<file path="config.mk">
export PLATFORM = sky130hd
export DESIGN_NAME = irq_group_combiner
export DESIGN_NICKNAME = d
export VERILOG_FILES = /design/src/rtl/irqc_pkg.sv /design/src/rtl/irqc_decode.sv /design/src/rtl/irqc_bank.sv /design/src/rtl/irq_group_combiner.sv
export SDC_FILE = /design/constraint.sdc
export NUM_CORES = 1
export LEC_CHECK = 0
export BUFFER_PORTS_ARGS = -buffer_cell sky130_fd_sc_hd__buf_2
export CORE_MARGIN = 8
export CORE_UTILIZATION = 53
export CTS_CLUSTER_SIZE = 25
export DETAILED_ROUTE_END_ITERATION = 10
export GPL_ROUTABILITY_DRIVEN = 0
export PLACE_DENSITY_LB_ADDON = 0.08
export SKIP_CTS_REPAIR_TIMING = 1
export SYNTH_ARGS = -nofsm -noshare
export SYNTH_HDL_FRONTEND = slang
export SYNTH_SLANG_ARGS = --single-unit
</file>
<file path="constraint.sdc">
create_clock -name clk_i -period 9.4 [get_ports clk_i]
set_input_delay 1.88 -clock clk_i [delete_from_list [all_inputs] [get_ports clk_i]]
set_output_delay 1.88 -clock clk_i [all_outputs]
set_load 0.05 [all_outputs]
</file>
<file path="src/rtl/irqc_pkg.sv">
package irqc_pkg;

    localparam int unsigned WORD_W        = 32;
    localparam int unsigned GRP_SRC       = 8;
    localparam int unsigned GRPS_PER_BANK = WORD_W / GRP_SRC;

    // Register offsets inside one 0x10-byte bank
    localparam logic [3:0] OFF_SET  = 4'h0;
    localparam logic [3:0] OFF_CLR  = 4'h4;
    localparam logic [3:0] OFF_STAT = 4'hC;

    typedef enum logic [1:0] {
        REG_NONE = 2'd0,
        REG_SET  = 2'd1,
        REG_CLR  = 2'd2,
        REG_STAT = 2'd3
    } reg_kind_e;

    typedef struct packed {
        logic [WORD_W-1:0]        en;
        logic [GRPS_PER_BANK-1:0] grp;
    } bank_state_t;

endpackage

</file>
<file path="src/rtl/irqc_decode.sv">
module irqc_decode
    import irqc_pkg::*;
#(
    parameter int unsigned NUM_BANKS = 2,
    parameter int unsigned ADDR_W    = 8,
    localparam int unsigned BIDX_W   = (NUM_BANKS > 1) ? $clog2(NUM_BANKS) : 1
) (
    input  logic [ADDR_W-1:0] addr_i,
    output reg_kind_e         kind_o,
    output logic [BIDX_W-1:0] bank_o
);

    logic [ADDR_W-5:0] bank_field;
    logic [3:0]        offset;
    logic              in_range;

    assign bank_field = addr_i[ADDR_W-1:4];
    assign offset     = addr_i[3:0];
    assign in_range   = (int'(bank_field) < int'(NUM_BANKS));
    assign bank_o     = BIDX_W'(bank_field);

    always_comb begin
        kind_o = REG_NONE;
        if (in_range) begin
            unique case (offset)
                OFF_SET:  kind_o = REG_SET;
                OFF_CLR:  kind_o = REG_CLR;
                OFF_STAT: kind_o = REG_STAT;
                default:  kind_o = REG_NONE;
            endcase
        end
    end

endmodule

</file>
<file path="src/rtl/irqc_bank.sv">
module irqc_bank
    import irqc_pkg::*;
(
    input  logic                     clk_i,
    input  logic                     rst_ni,
    input  logic [WORD_W-1:0]        src_i,
    input  logic                     set_i,
    input  logic                     clr_i,
    input  logic [WORD_W-1:0]        wdata_i,
    output logic [WORD_W-1:0]        en_o,
    output logic [WORD_W-1:0]        stat_o,
    output logic [GRPS_PER_BANK-1:0] grp_o
);

    bank_state_t st_d, st_q;

    always_comb begin
        st_d   = st_q;
        stat_o = src_i & st_q.en;
        if (set_i) begin
            st_d.en = st_d.en | wdata_i;
        end
        if (clr_i) begin
            st_d.en = st_d.en & ~wdata_i;
        end
        for (int j = 0; j < int'(GRPS_PER_BANK); j++) begin
            st_d.grp[j] = |stat_o[j*GRP_SRC +: GRP_SRC];
        end
    end

    always_ff @(posedge clk_i or negedge rst_ni) begin
        if (!rst_ni) begin
            st_q <= '0;
        end else begin
            st_q <= st_d;
        end
    end

    assign en_o  = st_q.en;
    assign grp_o = st_q.grp;

endmodule

</file>
<file path="src/rtl/irq_group_combiner.sv">
module irq_group_combiner
    import irqc_pkg::*;
#(
    parameter int unsigned NUM_BANKS = 2,
    parameter int unsigned ADDR_W    = 8,
    localparam int unsigned NUM_GRP  = NUM_BANKS * GRPS_PER_BANK,
    localparam int unsigned NUM_SRC  = NUM_GRP * GRP_SRC
) (
    input  logic               clk_i,
    input  logic               rst_ni,
    input  logic [NUM_SRC-1:0] src_i,
    input  logic [ADDR_W-1:0]  reg_addr_i,
    input  logic [31:0]        reg_wdata_i,
    input  logic               reg_wr_i,
    output logic [31:0]        reg_rdata_o,
    output logic [NUM_GRP-1:0] grp_irq_o
);

    localparam int unsigned BIDX_W = (NUM_BANKS > 1) ? $clog2(NUM_BANKS) : 1;

    reg_kind_e                           kind;
    logic [BIDX_W-1:0]                   bank_idx;
    logic [NUM_BANKS-1:0][WORD_W-1:0]    bank_en;
    logic [NUM_BANKS-1:0][WORD_W-1:0]    bank_stat;
    logic [NUM_SRC-1:0]                  en_all;

    irqc_decode #(
        .NUM_BANKS (NUM_BANKS),
        .ADDR_W    (ADDR_W)
    ) decode_i (
        .addr_i (reg_addr_i),
        .kind_o (kind),
        .bank_o (bank_idx)
    );

    for (genvar b = 0; b < int'(NUM_BANKS); b++) begin : g_bank
        logic hit;
        assign hit = reg_wr_i && (bank_idx == BIDX_W'(b));

        irqc_bank bank_i (
            .clk_i   (clk_i),
            .rst_ni  (rst_ni),
            .src_i   (src_i[b*WORD_W +: WORD_W]),
            .set_i   (hit && (kind == REG_SET)),
            .clr_i   (hit && (kind == REG_CLR)),
            .wdata_i (reg_wdata_i),
            .en_o    (bank_en[b]),
            .stat_o  (bank_stat[b]),
            .grp_o   (grp_irq_o[b*GRPS_PER_BANK +: GRPS_PER_BANK])
        );

        assign en_all[b*WORD_W +: WORD_W] = bank_en[b];
    end

    always_comb begin
        reg_rdata_o = '0;
        for (int b = 0; b < int'(NUM_BANKS); b++) begin
            if (bank_idx == BIDX_W'(b)) begin
                unique case (kind)
                    REG_SET, REG_CLR: reg_rdata_o = bank_en[b];
                    REG_STAT:         reg_rdata_o = bank_stat[b];
                    default:          reg_rdata_o = '0;
                endcase
            end
        end
    end

endmodule

</file>
==> impl_metrics.csv <==
group,metric,value,unit
clock_network,cts_tree,"built",
worst_setup_path,critPathMostFrequentCell,"buf_2",
grt,grt_pass1_wl,17880,um
pwr,p_clk_share,33.9,%
sta,fin_crit,6.615,ns
synth,yosys_warnings,0,
worst_setup_path,startpoint_type,"input pin",
finish,drive_above_1_share,38.70,%
detailed_routing,drtPass1Iterations,5,
synth,synth_top_area_share,47.43,%
worst_setup_path,crit_type,"input pin to output pin",
detailed_routing,routedWlPerCell,17.69,um
detailed_routing,ant_nets,0,
die,rows,31,
worst_setup_path,r2r_slack,8.46,ns
grt,grt_max_degree,73,
clock_network,cts_root_buf,"clkbuf_8",
clock_network,numCtsBuffers,9,
sta,holdWs,0.5532,ns
sta,max_slew_margin,27.36,%
finish,seq_area,0.001802,mm^2
synth,syn-num-nets,496,
worst_hold_path,hp-class,"flip-flop to flip-flop",
flow_run,drv_cap,0,
worst_hold_path,hold_depth,2,
clock_network,cts.reportedPaths.clkPinSlew,0.07,ns
pwr,p_sw_share,29.44,%
worst_setup_path,path_max_fanout,32,
pwr,intPower,0.0005407,W
die,ios,147,
synth,synth_area,0.003799,mm^2
sta,fmax,151.2,MHz
finish,multi_input_area,0.001797,mm^2
status,outcome,"complete, no violations",
worst_setup_path,critical-path-slowest-cell,"or3_2",
detailed_routing,topRoutingLayerUsed,"met4",
pwr,pwr-share-comb,18.1,%
clock_network,cts_sinks,72,
detailed_routing,viasPerCell,5.899,
finish,syn2layout_area_growth,23.81,%
clock_network,htree_levels,3,
detailed_routing,vias,3663,
clock_network,clk_path_buf_depth,2,
worst_setup_path,critPathTopFamily,"simple AND/OR/NAND/NOR gates",
synth,synth_cells,385,
placement,dp_hpwl,7889,um
detailed_routing,drcViolationCount,0,
placement,port_buffers,146,
worst_setup_path,arrival,4.74,ns
synth,ys_seq_area_share,47.43,%
sta,final_max_slew_viol_count,0,
sta,tns,0,ns
detailed_routing,wl_met1,4757,um
synth,synth_area_per_cell,9.867,um^2
finish,diodes,0,
grt,grt_usage,22.11,%
detailed_routing,first_iter_violations,207,
pwr,p_leak,2.140,nW
pwr,p_switching,0.0002256,W
worst_setup_path,end_kind,"output pin",
die,start_util,53.52,%
detailed_routing,wl_met3,884,um
synth,ys_types,24,
worst_setup_path,crit_required,7.52,ns
synth,synthTopCellsByArea,"dfrtp_1, a21oi_1, o22ai_2, o21ai_0, a22oi_1",
detailed_routing,drt_wl_total,10990,um
worst_setup_path,worstPathCellList,"buf_2 > or4_1 > nor2_1 > nand2_1 > ha_1 > nor2b_4 > or3_2 > o22ai_2 > buf_2",
synth,synth-seq-cells,72,
finish,fin_nets,629,
synth,yosys.area.top_type,"dfrtp_1",
pwr,seqPwrFrac,48.0,%
die,die_height,100.7,um
sta,fin_crit_sh,70.38,%
sta,skew,0.005831,ns
clock_network,worstSkewPairLatency,0.34,ns
sta,setup_viol,0,
grt,grt_pass1_vias,3795,
die,core_area,0.007098,mm^2
die,die_w,100.7,um
worst_setup_path,path_buf_inv,2,
sta,rsz0062_at_grt,"no",
sta,hold_violations,0,
pwr,peakVddDrop,0.1083,mV
grt,antenna_found_initial,0,
pwr,power-per-cell-area,162.9,mW/mm^2
worst_setup_path,cp_slowest_stage_delay,0.83,ns
detailed_routing,wl_met2,5184,um
die,die_area,0.01013,mm^2
worst_setup_path,rr_worst_depth,2,
sta,worstMarginPinSlew,1.090,ns
grt,grt_overflow,0,
finish,n_fill_cell,643,
worst_setup_path,rr_endpoint,"g_bank[1].bank_i.grp_o[0]",
-- metrics by stage --
step	area, um^2	instances	total power [W]	utilization [%]	setup slack [ns]
global route	4703	621	0.0008017	66.26	2.601
finish	4703	621	0.0007663	66.26	2.785
detailed placement	4494	606	0.0005128	63.32	2.784
floorplan	3799	385	0.0004488	-	3.180
global placement	4494	606	0.0005082	63.32	2.897
CTS	4703	621	0.0007711	66.26	2.761
-- synth_stat cells (all sizes together) --
library cell    n
a21oi         128
a22oi          32
and2            2
and3            2
and3b           1
buf            17
clkbuf         12
dfrtp          72
ha              4
inv             1
nand2           3
nand4           8
nor2            2
nor2b           1
o21ai          64
o22ai          32
or3             1
or3b            1
or4             1
xnor2           1
-- worst max-delay path by stage --
stage	from	to	slack (ns)	depth (start not counted)
after floorplan	reg_addr_i[6]	reg_rdata_o[31]	3.18	8
after global placement	reg_addr_i[6]	reg_rdata_o[9]	2.90	9
after detailed placement	reg_addr_i[6]	reg_rdata_o[30]	2.78	9
after CTS	reg_addr_i[6]	reg_rdata_o[30]	2.76	9
after global routing	reg_addr_i[6]	reg_rdata_o[30]	2.60	9
final	reg_addr_i[6]	reg_rdata_o[30]	2.78	9
-- routing by layer --
metal / vias to the layer above / track usage (%)
met3: 12 / 5.801
met2: 141 / 35.71
met1: 1757 / 27.82
li1: 1753 / -
met5: - / 0
met4: 0 / 7.791
-- power by group through the flow --
| stage | Combinational [W] | Clock (W) | Sequential [W] |
|---|---|---|---|
| 2_1_floorplan | 0.0000472 | 0 | 0.000402 |
| 3_3_place_gp | 0.000136 | 0 | 0.000372 |
| 3_5_place_dp | 0.000140 | 0 | 0.000373 |
| 4_1_cts | 0.000140 | 0.000263 | 0.000368 |
| 5_1_grt | 0.000154 | 0.000276 | 0.000372 |
| 6_report | 0.000139 | 0.000260 | 0.000368 |
-- worst reg2reg max path: cells and delay by family (launching register included) --
| kind | cells | cell delay, ns |
|---|---|---|
| AOI/OAI and AO/OA | 1 | 0.27 |
| DFF | 1 | 0.40 |
| and+or+nand+nor | 1 | 0.13 |
-- placed cells by master, fill, tap and decap left out, types with 2 or more instances in the layout --
cell type,netlist,layout
nand4_1,8,8
a21oi_1,128,128
a22oi_1,32,32
clkbuf_8,0,9
buf_2,10,146
o21ai_0,52,52
and3_1,2,2
buf_4,0,5
ha_1,4,4
o22ai_2,31,31
bufinv_16,0,2
clkinvlp_4,0,2
dfrtp_1,72,72
o21ai_1,12,12
nand2_1,3,3
clkinv_2,0,2
and2_1,2,2
-- cells by family (layout without fill, tap and decap cells) --
| family | Yosys count | after routing | share of synthesized area, % |
|---|---|---|---|
| AND/OR/NAND/NOR | 22 | 22 | 3.656 |
| adder cells (fa/ha/maj) | 4 | 4 | 1.318 |
| buffers and inverters | 30 | 167 | 5.369 |
| AO/OA/AOI/OAI | 256 | 256 | 42.00 |
| flip-flops | 72 | 72 | 47.43 |
| XOR/XNOR | 1 | 1 | 0.2306 |
-- final cells by class --
type	instances	area share, %
flip-flops and latches	72	38.31
multi-input cells	283	38.20
repair buffers	151	16.33
clock buffers	9	2.634
well taps	99	2.634
clock inverters	6	1.809
inverters	1	0.07981
(Power assumes the default switching activity.)
